### config.mk
export PLATFORM = sky130hd
export DESIGN_NAME = vlevel_setchk
export DESIGN_NICKNAME = d
export VERILOG_FILES = /design/src/rtl/vlevel_pkg.sv /design/src/rtl/vlevel_regmodel.sv /design/src/rtl/vlevel_seq.sv /design/src/rtl/vlevel_setchk.sv
export SDC_FILE = /design/constraint.sdc
export NUM_CORES = 1
export LEC_CHECK = 0
export CORE_UTILIZATION = 55
export DETAILED_ROUTE_END_ITERATION = 6
export GPL_ROUTABILITY_DRIVEN = 0
export PLACE_DENSITY = 0.93
export SLEW_MARGIN = 15
export SYNTH_ARGS = -nofsm -noshare
export SYNTH_HDL_FRONTEND = slang
export SYNTH_HIERARCHICAL = 1
export SYNTH_SLANG_ARGS = --single-unit
### constraint.sdc
create_clock -name clk -period 5.95 [get_ports clk]
set_input_delay 0.8925 -clock clk [delete_from_list [all_inputs] [get_ports clk]]
set_output_delay 0.8925 -clock clk [all_outputs]
set_load 0.02 [all_outputs]
### src/rtl/vlevel_pkg.sv
package vlevel_pkg;

   typedef enum logic [1:0] {
      ST_IDLE  = 2'd0,
      ST_WRITE = 2'd1,
      ST_WAIT  = 2'd2,
      ST_CHECK = 2'd3
   } vl_state_e;

   // Logical level to register code: mid range collapses onto one code.
   function automatic logic [2:0] vl_encode(input logic [2:0] lvl);
      logic [2:0] code;
      if (lvl >= 3'd3 && lvl <= 3'd6) code = 3'd3;
      else                            code = lvl;
      return code;
   endfunction

endpackage

### src/rtl/vlevel_regmodel.sv
module vlevel_regmodel #(
   parameter int REG_W     = 8,
   parameter int LVL_W     = 3,
   parameter int APPLY_LAT = 4,
   parameter int FLAG_BIT  = 7,
   parameter int FIELD_LSB = 3,
   parameter int RB_LSB    = 0
) (
   input  logic             clk,
   input  logic             rst_n,
   input  logic             wr_en_i,
   input  logic [REG_W-1:0] wr_word_i,
   output logic [REG_W-1:0] word_o
);
   localparam int LAT_W = (APPLY_LAT < 1) ? 1 : $clog2(APPLY_LAT + 1);
   localparam logic [REG_W-1:0] RB_MASK = REG_W'(((1 << LVL_W) - 1) << RB_LSB);

   logic [REG_W-1:0] word_q;
   logic             apply_req;

   assign apply_req = wr_en_i && wr_word_i[FLAG_BIT];
   assign word_o    = word_q;

   if (APPLY_LAT < 0) begin : g_bad_lat
      $error("vlevel_regmodel: APPLY_LAT must not be negative");
   end

   if (APPLY_LAT == 0) begin : g_lat_zero
      always_ff @(posedge clk or negedge rst_n) begin
         if (!rst_n) begin
            word_q <= '0;
         end else if (wr_en_i) begin
            word_q <= (wr_word_i & ~RB_MASK) | (word_q & RB_MASK);
            if (apply_req)
               word_q[RB_LSB +: LVL_W] <= wr_word_i[FIELD_LSB +: LVL_W];
         end
      end
   end else begin : g_lat_delay
      logic [LAT_W-1:0] pend_q;
      logic [LVL_W-1:0] pend_lvl_q;

      always_ff @(posedge clk or negedge rst_n) begin
         if (!rst_n) begin
            word_q     <= '0;
            pend_q     <= '0;
            pend_lvl_q <= '0;
         end else begin
            if (pend_q == LAT_W'(1))
               word_q[RB_LSB +: LVL_W] <= pend_lvl_q;
            if (pend_q != '0)
               pend_q <= pend_q - 1'b1;
            if (wr_en_i) begin
               word_q[REG_W-1:RB_LSB+LVL_W] <= wr_word_i[REG_W-1:RB_LSB+LVL_W];
               if (apply_req) begin
                  pend_q     <= LAT_W'(APPLY_LAT);
                  pend_lvl_q <= wr_word_i[FIELD_LSB +: LVL_W];
               end
            end
         end
      end

      // the applied field moves only when a pending apply expires
      a_r7_apply_timed: assert property (@(posedge clk) disable iff (!rst_n)
         (word_q[RB_LSB +: LVL_W] != $past(word_q[RB_LSB +: LVL_W]))
            |-> ($past(pend_q) == LAT_W'(1)));
   end

   // an enabled write leaves the flag set in the register
   a_r3_flag_lands: assert property (@(posedge clk) disable iff (!rst_n)
      apply_req |=> word_q[FLAG_BIT]);

endmodule

### src/rtl/vlevel_seq.sv
module vlevel_seq
   import vlevel_pkg::*;
#(
   parameter int CNT_W     = 16,
   parameter int LVL_W     = 3,
   parameter int REG_W     = 8,
   parameter int FLAG_BIT  = 7,
   parameter int FIELD_LSB = 3,
   parameter int RB_LSB    = 0
) (
   input  logic             clk,
   input  logic             rst_n,
   input  logic             start_i,
   input  logic [LVL_W-1:0] level_i,
   input  logic [CNT_W-1:0] settle_i,
   input  logic [REG_W-1:0] rd_word_i,
   output logic             wr_en_o,
   output logic [REG_W-1:0] wr_word_o,
   output logic             busy_o,
   output logic             done_o,
   output logic             err_o,
   output logic [LVL_W-1:0] rb_o
);
   vl_state_e        st_q;
   logic [LVL_W-1:0] enc_q;
   logic [CNT_W-1:0] cnt_q;
   logic             done_q;
   logic             err_q;
   logic [LVL_W-1:0] rb_q;
   logic [LVL_W-1:0] rb_now;

   assign rb_now = rd_word_i[RB_LSB +: LVL_W];

   always_comb begin
      wr_word_o                           = '0;
      wr_word_o[FLAG_BIT]                 = 1'b1;
      wr_word_o[FIELD_LSB +: LVL_W]       = enc_q;
      wr_en_o                             = (st_q == ST_WRITE);
   end

   always_ff @(posedge clk or negedge rst_n) begin
      if (!rst_n) begin
         st_q   <= ST_IDLE;
         enc_q  <= '0;
         cnt_q  <= '0;
         done_q <= 1'b0;
         err_q  <= 1'b0;
         rb_q   <= '0;
      end else begin
         done_q <= 1'b0;
         err_q  <= 1'b0;
         case (st_q)
            ST_IDLE: begin
               if (start_i) begin
                  enc_q <= vl_encode(level_i);
                  cnt_q <= settle_i;
                  st_q  <= ST_WRITE;
               end
            end
            ST_WRITE: st_q <= ST_WAIT;
            ST_WAIT: begin
               if (cnt_q == '0) st_q  <= ST_CHECK;
               else             cnt_q <= cnt_q - 1'b1;
            end
            ST_CHECK: begin
               done_q <= 1'b1;
               err_q  <= (rb_now != enc_q);
               rb_q   <= rb_now;
               st_q   <= ST_IDLE;
            end
            default: st_q <= ST_IDLE;
         endcase
      end
   end

   assign busy_o = (st_q != ST_IDLE);
   assign done_o = done_q;
   assign err_o  = err_q;
   assign rb_o   = rb_q;

   // completion is a single-cycle pulse
   a_r9_done_single: assert property (@(posedge clk) disable iff (!rst_n)
      done_q |=> !done_q);
   // error never appears without done
   a_r9_err_with_done: assert property (@(posedge clk) disable iff (!rst_n)
      err_q |-> done_q);
   // a start while busy leaves the target untouched
   a_r8_hold_target: assert property (@(posedge clk) disable iff (!rst_n)
      (busy_o && start_i) |=> $stable(enc_q));
   // busy holds until the operation completes
   a_r4_busy_till_done: assert property (@(posedge clk) disable iff (!rst_n)
      busy_o |=> (busy_o || done_q));

endmodule

### src/rtl/vlevel_setchk.sv
module vlevel_setchk #(
   parameter int CNT_W     = 16,
   parameter int APPLY_LAT = 4
) (
   input  logic             clk,
   input  logic             rst_n,
   input  logic             start_i,
   input  logic [2:0]       level_i,
   input  logic [CNT_W-1:0] settle_i,
   output logic             busy_o,
   output logic             done_o,
   output logic             err_o,
   output logic [2:0]       rb_level_o,
   output logic [7:0]       lvl_reg_o
);
   localparam int LVL_W     = 3;
   localparam int REG_W     = 8;
   localparam int FLAG_BIT  = 7;
   localparam int FIELD_LSB = 3;
   localparam int RB_LSB    = 0;

   if (CNT_W < 1) begin : g_bad_cnt
      $error("vlevel_setchk: CNT_W must be at least 1");
   end
   if (FIELD_LSB + LVL_W > FLAG_BIT || RB_LSB + LVL_W > FIELD_LSB) begin : g_bad_map
      $error("vlevel_setchk: register fields overlap");
   end

   logic             wr_en;
   logic [REG_W-1:0] wr_word;
   logic [REG_W-1:0] reg_word;

   vlevel_seq #(
      .CNT_W(CNT_W), .LVL_W(LVL_W), .REG_W(REG_W),
      .FLAG_BIT(FLAG_BIT), .FIELD_LSB(FIELD_LSB), .RB_LSB(RB_LSB)
   ) u_seq (
      .clk(clk), .rst_n(rst_n), .start_i(start_i), .level_i(level_i),
      .settle_i(settle_i), .rd_word_i(reg_word), .wr_en_o(wr_en),
      .wr_word_o(wr_word), .busy_o(busy_o), .done_o(done_o),
      .err_o(err_o), .rb_o(rb_level_o)
   );

   vlevel_regmodel #(
      .REG_W(REG_W), .LVL_W(LVL_W), .APPLY_LAT(APPLY_LAT),
      .FLAG_BIT(FLAG_BIT), .FIELD_LSB(FIELD_LSB), .RB_LSB(RB_LSB)
   ) u_reg (
      .clk(clk), .rst_n(rst_n), .wr_en_i(wr_en),
      .wr_word_i(wr_word), .word_o(reg_word)
   );

   assign lvl_reg_o = reg_word;

   // a clean completion reports the code that was written
   a_r5_clean_match: assert property (@(posedge clk) disable iff (!rst_n)
      (done_o && !err_o) |-> (rb_level_o == reg_word[FIELD_LSB +: LVL_W]));
   // an error completion reports a differing code
   a_r6_err_differs: assert property (@(posedge clk) disable iff (!rst_n)
      (done_o && err_o) |-> (rb_level_o != reg_word[FIELD_LSB +: LVL_W]));

endmodule

==> results of run 1 <==
path summary, 6_finish.rpt:
| path | depth (start not counted) | slack [ps] | start | to |
|---|---|---|---|---|
| setup / recovery | 4 | 3210 | u_seq/st_q[1] | busy_o |
| hold / removal | 1 | 510 | u_reg/word_o[6] | u_reg/word_o[6] |
| setup reg to reg | 8 | 3310 | u_seq/st_q[0] | u_seq/cnt_q[3] |
| hold reg to reg | 1 | 510 | u_reg/word_o[6] | u_reg/word_o[6] |
| max in group asynchronous | 1 | 4690 | rst_n | u_seq/cnt_q[7] |
| min in group asynchronous | 1 | 710 | rst_n | u_reg/word_o[7] |
power by group through the flow:
stage | Clock [mW] | Sequential (mW) | Combinational [mW]
after global placement | 0 | 0.529 | 0.675
after CTS | 0.263 | 0.535 | 0.714
after detailed placement | 0 | 0.539 | 0.710
after floorplan | 0 | 0.548 | 0.486
final | 0.259 | 0.539 | 0.721
after global routing | 0.275 | 0.557 | 0.797
area by class of cell:
type | count | area (um2)
Fill cell | 299 | 1060
Clock buffer | 5 | 68.8
Tap cell | 48 | 60.1
Multi-Input combinational cell | 153 | 1130
Clock inverter | 2 | 60.1
Inverter | 9 | 33.8
Timing Repair Buffer | 36 | 353
Sequential cell | 40 | 1000
registers in the layout (all words and copies together) (netlist names):
name,flops
u_reg/g_lat_delay.pend_q,3
u_seq/st_q,2
u_reg/word_o,8
u_seq/done_o,1
u_reg/g_lat_delay.pend_lvl_q,3
u_seq/cnt_q,16
u_seq/enc_q,3
u_seq/rb_o,3
u_seq/err_o,1
routing by layer:
layer / GRT usage (%) / part of all wire, % / up-vias
met5: 0 / 0 / -
met4: 8.70 / 1.5 / 0
met1: 30.9 / 43 / 877
met2: 42.9 / 52 / 55
li1: - / - / 839
met3: 5.38 / 4.1 / 9
critical path: cells and delay by family (launching register included):
kind / cells / cell delay (ps)
adders and majority gates: 1 / 330
buffers and inverters: 3 / 800
DFF: 1 / 420
metrics by stage:
| stage | setup slack [ps] | hold WS [ps] | cells | area, um2 | util (%) |
|---|---|---|---|---|---|
| 6_report | 3210 | 512 | 293 | 2710 | 71.8 |
| 5_1_grt | 3060 | 535 | 293 | 2710 | 71.8 |
| 4_1_cts | 3210 | 515 | 293 | 2700 | 71.5 |
| 3_5_place_dp | 3070 | 497 | 286 | 2570 | 68.0 |
| 3_3_place_gp | 3150 | 490 | 286 | 2570 | 68.0 |
| 2_1_floorplan | 3560 | 473 | 213 | 2210 | - |
==> summary.txt, run 1 <==
Global route
  – Remaining Overflow, GRT: 0
  – Vias in the first global route: 1,684
  – Total track usage: 25.0%
  – Initial antenna violation count: 0
  – First-pass GRT wire length: 7.98 mm
  – Pin count of the biggest net entering global routing: 41

Power and ir drop
  – Maximum vdd drop: 0.265 mV
  – Leak: 1.13 nW
  – Clk pwr share: 17.0%
  – Pwr per Cell Area: 561 nW/um2
  – Internal Power: 0.913 mW
  – Sequential Power Share: 35.5%
  – Switch Pwr: 0.606 mW
  – Comb pwr share: 47.5%
  – Switch share: 39.9%
  – Power consumption: 1.52 mW

Critical path
  – Worst setup SP type: register
  – Most numerous cell on the critical path: inv_1
  – CP Class: register to primary output
  – Crit path cell chain: inv_1, ha_1, inv_1, clkdlybuf4s50_1
  – Worst path arrival time: 1840 ps
  – Worst Path Max Fanout: 8
  – Crit-path max cell delay: 550 ps
  – WP data required: 5060 ps
  – Crit. End Element: primary output
  – CP max stage cell: clkdlybuf4s50_1

STA
  – Fin. Hold Viols: 0
  – Relative slew slack: 41.4%
  – Unrepaired setup endpoints after global routing: false
  – # setup viols final: 0
  – Fin crit period: 2740 ps
  – Fin crit share: 46.0%
  – Fmax: 366 MHz
  – Setup_tns: 0 ps
  – Clock skew: 6.60 ps
  – Slew @ Worst Pin: 880 ps
  – Slew Limit Fails: 0

Min path
  – Hold Path Class: register to register

CTS
  – Worst-Skew Late Latency: 290 ps
  – Clock buffer depth: 2
  – Num CTS Buffers: 5
  – CTS Hold Bufs: 0
  – Setup bufs post-CTS: 0
  – Clk slew on worst S/H paths: 70 ps
  – Post-cts resize count: 0
  – H-tree levels: 2
  – Clock tree root buffer cell: clkbuf_8
  – CTS tree: built
  – Clock Sinks: 40

Layout
  – Most common cell after layout, fill and taps aside: dfrtp_1
  – Nets: 276
  – Total inserted antenna cells: 0
  – Synth-to-layout area growth: 22.3%
  – Share of layout cells above drive strength 1: 13.5%
  – Most frequent cells in the layout: dfrtp_1, clkdlybuf4s50_1, nand2_1

Detailed routing
  – Initial DRC Count: 110
  – # DRC: 0
  – Final ANT Viol Nets: 0
  – Drt total wl: 4.74 mm
  – Drt first pass iters: 4
  – Via/cell ratio: 6.08
  – Vias: 1,780
  – Routed len/inst: 16.2 um

Floorplan
  – Die W: 65.4 um
  – # IOs: 36
  – Initial Utilization: 58.7%
  – Rows: 22
  – Die outline height: 65.4 um
  – Placeable Area: 3770 um2
  – Die ar.: 4280 um2

Synthesis
  – Synth Instances: 213
  – Synth Cell Area: 2210 um2
  – Synthesis Warnings: 6
  – Syn Area/Cell: 10.4 um2
  – Synthesized Nets: 244

Run
  – Maximum Capacitance Violations: 0

Outcome
  – Status: finished clean

Placement
  – Port-buffer cells: 35
  – Dpl hpwl: 3.36 mm
Note: power is estimated with default switching activity, not from simulation.
==> inputs of run 2 (changes only) <==
--- a/config.mk
+++ b/config.mk
@@ -5,10 +5,10 @@
 export SDC_FILE = /design/constraint.sdc
 export NUM_CORES = 1
 export LEC_CHECK = 0
-export CORE_UTILIZATION = 55
+export CORE_UTILIZATION = 53
 export DETAILED_ROUTE_END_ITERATION = 6
 export GPL_ROUTABILITY_DRIVEN = 0
-export PLACE_DENSITY = 0.93
+export PLACE_DENSITY = 0.9
 export SLEW_MARGIN = 15
 export SYNTH_ARGS = -nofsm -noshare
 export SYNTH_HDL_FRONTEND = slang
==> constraint.sdc (replaced) <==
create_clock -name clk -period 2.6 [get_ports clk]
set_input_delay 0.39 -clock clk [delete_from_list [all_inputs] [get_ports clk]]
set_output_delay 0.39 -clock clk [all_outputs]
set_load 0.02 [all_outputs]
==> summary.txt, run 2 (synthesized netlist as in run 1, its figures left out) <==
Detailed routing
  – Final ANT Viol Nets: 0 (unchanged)
  – Initial DRC Count: 130 (+18%)
  – Vias: 1,825 (+2.5%)
  – Routed len/inst: 16.5 um (+1.8%)
  – Drt total wl: 5.00 mm (+5.6%)
  – Via/cell ratio: 6.00 (-1.2%)
  – # DRC: 0 (unchanged)
  – Drt first pass iters: 4 (unchanged)

CTS
  – CTS tree: built
  – H-tree levels: 2 (unchanged)
  – Clk slew on worst S/H paths: 90 ps (+20 ps)
  – Clock buffer depth: 2 (unchanged)
  – Setup bufs post-CTS: 0 (unchanged)
  – Clock tree root buffer cell: clkbuf_8
  – Clock Sinks: 40 (unchanged)
  – Worst-Skew Late Latency: 300 ps (about the same)
  – Post-cts resize count: 0 (unchanged)
  – Num CTS Buffers: 5 (unchanged)
  – CTS Hold Bufs: 0 (unchanged)

Layout
  – Most common cell after layout, fill and taps aside: dfrtp_1
  – Footprint of the multi-input gates: 1120 um2 (-1.0%)
  – Share of layout cells above drive strength 1: 16.5% (+3.1 points)
  – Nets: 284 (+2.9%)
  – Most frequent cells in the layout: dfrtp_1, clkdlybuf4s50_1, nand2_1
  – Storage cell area: 1000 um2 (unchanged)
  – Biggest register: u_seq/cnt_q
  – Total inserted antenna cells: 0 (unchanged)
  – Synth-to-layout area growth: 23.9%
  – Number of flip-flops in the largest register: 16 (unchanged)
  – # fillers: 334 (+12%)

Critical path
  – WP data required: 2780 ps (-2280 ps)
  – Crit path cell chain: inv_1, ha_1, or4b_4, or3_4, or4_4, a31oi_1, o41ai_2
  – CP max stage cell: or4_4
  – Crit. End Element: register
  – Worst Path Max Fanout: 4 (-4)
  – Setup slack, reg-to-reg: 120 ps (-3190 ps)
  – Crit path max-delay family: simple AND/OR/NAND/NOR gates
  – Buf/Inv on CP: 1 (-2)
  – Worst path arrival time: 2660 ps (+820 ps)
  – Crit-path max cell delay: 530 ps (-20 ps)
  – Worst setup SP type: register
  – CP Class: register to register

Floorplan
  – Placeable Area: 4000 um2 (+6.1%)
  – Rows: 23 (+4.5%)
  – Die ar.: 4440 um2 (+3.7%)
  – Die outline height: 66.6 um (+1.8%)
  – # IOs: 36 (unchanged)
  – Die W: 66.6 um (+1.8%)
  – Initial Utilization: 55.3% (-3.4 points)

Global route
  – Pin count of the biggest net entering global routing: 41 (unchanged)
  – Vias in the first global route: 1,813 (+7.7%)
  – Total track usage: 25.5% (+0.47 points)
  – First-pass GRT wire length: 8.31 mm (+4.1%)
  – Remaining Overflow, GRT: 0 (unchanged)
  – Initial antenna violation count: 0 (unchanged)

Power and ir drop
  – Power consumption: 3.45 mW (+130%)
  – Comb pwr share: 49.5% (+2.0 points)
  – Clk pwr share: 14.8% (-2.2 points)
  – Switch share: 41.0% (+1.1 points)
  – Internal Power: 2.04 mW (+120%)
  – Leak: 1.15 nW (+1.6%)
  – Switch Pwr: 1.42 mW (+130%)
  – Pwr per Cell Area: 1260 nW/um2 (+120%)
  – Maximum vdd drop: 0.573 mV (+120%)
  – Sequential Power Share: 35.7% (+0.2 points)

STA
  – Slew @ Worst Pin: 881 ps (+1.82 ps)
  – # setup viols final: 0 (unchanged)
  – Fin crit share: 95.5%
  – PnR worst setup slack: 116 ps (-3100 ps)
  – Fin crit period: 2480 ps
  – Clock skew: 8.07 ps (+1.47 ps)
  – Unrepaired setup endpoints after global routing: false
  – Setup_tns: 0 ps (unchanged)
  – Relative slew slack: 41.2% (-0.12 points)
  – Fin. Hold Viols: 0 (unchanged)
  – Fmax: 403 MHz
  – Slew Limit Fails: 0 (unchanged)

Outcome
  – Status: finished clean

Placement
  – Worst slack at placement: 144 ps (-2920 ps)
  – Port-buffer cells: 35 (unchanged)
  – Dpl hpwl: 3.62 mm (+7.6%)

Run
  – Maximum Capacitance Violations: 0 (unchanged)

Min path
  – Hold Path Class: input pin to async pin
-- run 2: cell count changes in the layout (fill, tap and decap cells not counted) --
cell        before  now
buf_4            1    9
bufinv_16        2    1
clkinvlp_4       0    1
o41ai_4          1    0
clkinv_2         0    1
o41ai_2          1    2
-- run 2: area by class of cell --
type | count | area share (%)
well taps | 50 | 2.28
flip-flops and latches | 40 | 36.5
clock inverters | 3 | 1.55
repair buffers | 44 | 15.1
multi-input cells | 153 | 40.8
inverters | 9 | 1.23
clock buffers | 5 | 2.51
-- run 2: routing by layer --
metal | wire [um] | track usage (%)
met5 | 0 | 0
met4 | 208 | 13.0
met3 | 326 | 5.82
met2 | 2430 | 42.4
met1 | 2040 | 30.5
-- run 2: worst paths after layout --
kind,start,endpoint,depth (start not counted)
max,u_seq/cnt_q[0],u_seq/cnt_q[12],7
min,rst_n,u_seq/cnt_q[8],1
max reg2reg,u_seq/cnt_q[0],u_seq/cnt_q[12],7
min reg2reg,u_reg/g_lat_delay.pend_lvl_q[0],u_reg/g_lat_delay.pend_lvl_q[0],1
max in group asynchronous,rst_n,u_seq/rb_o[2],1
min in group clk,u_reg/g_lat_delay.pend_lvl_q[0],u_reg/g_lat_delay.pend_lvl_q[0],1
-- run 2: power groups by stage --
stage          clock network, mW  registers, mW  logic, mW
5_1_grt                    0.533           1.27       1.89
6_report                   0.512           1.23       1.71
2_1_floorplan                  0           1.25       1.11
3_3_place_gp                   0           1.21       1.64
3_5_place_dp                   0           1.24       1.70
4_1_cts                    0.516           1.23       1.71
-- run 2: through the flow --
step | std cells | hold WS [ps] | util (%) | area [um2]
floorplan | 213 | 94.4 | - | 2210
global placement | 296 | 489 | 65.7 | 2630
detailed placement | 296 | 493 | 65.7 | 2630
CTS | 304 | 232 | 68.5 | 2740
global route | 304 | 275 | 68.5 | 2740
finish | 304 | 205 | 68.5 | 2740
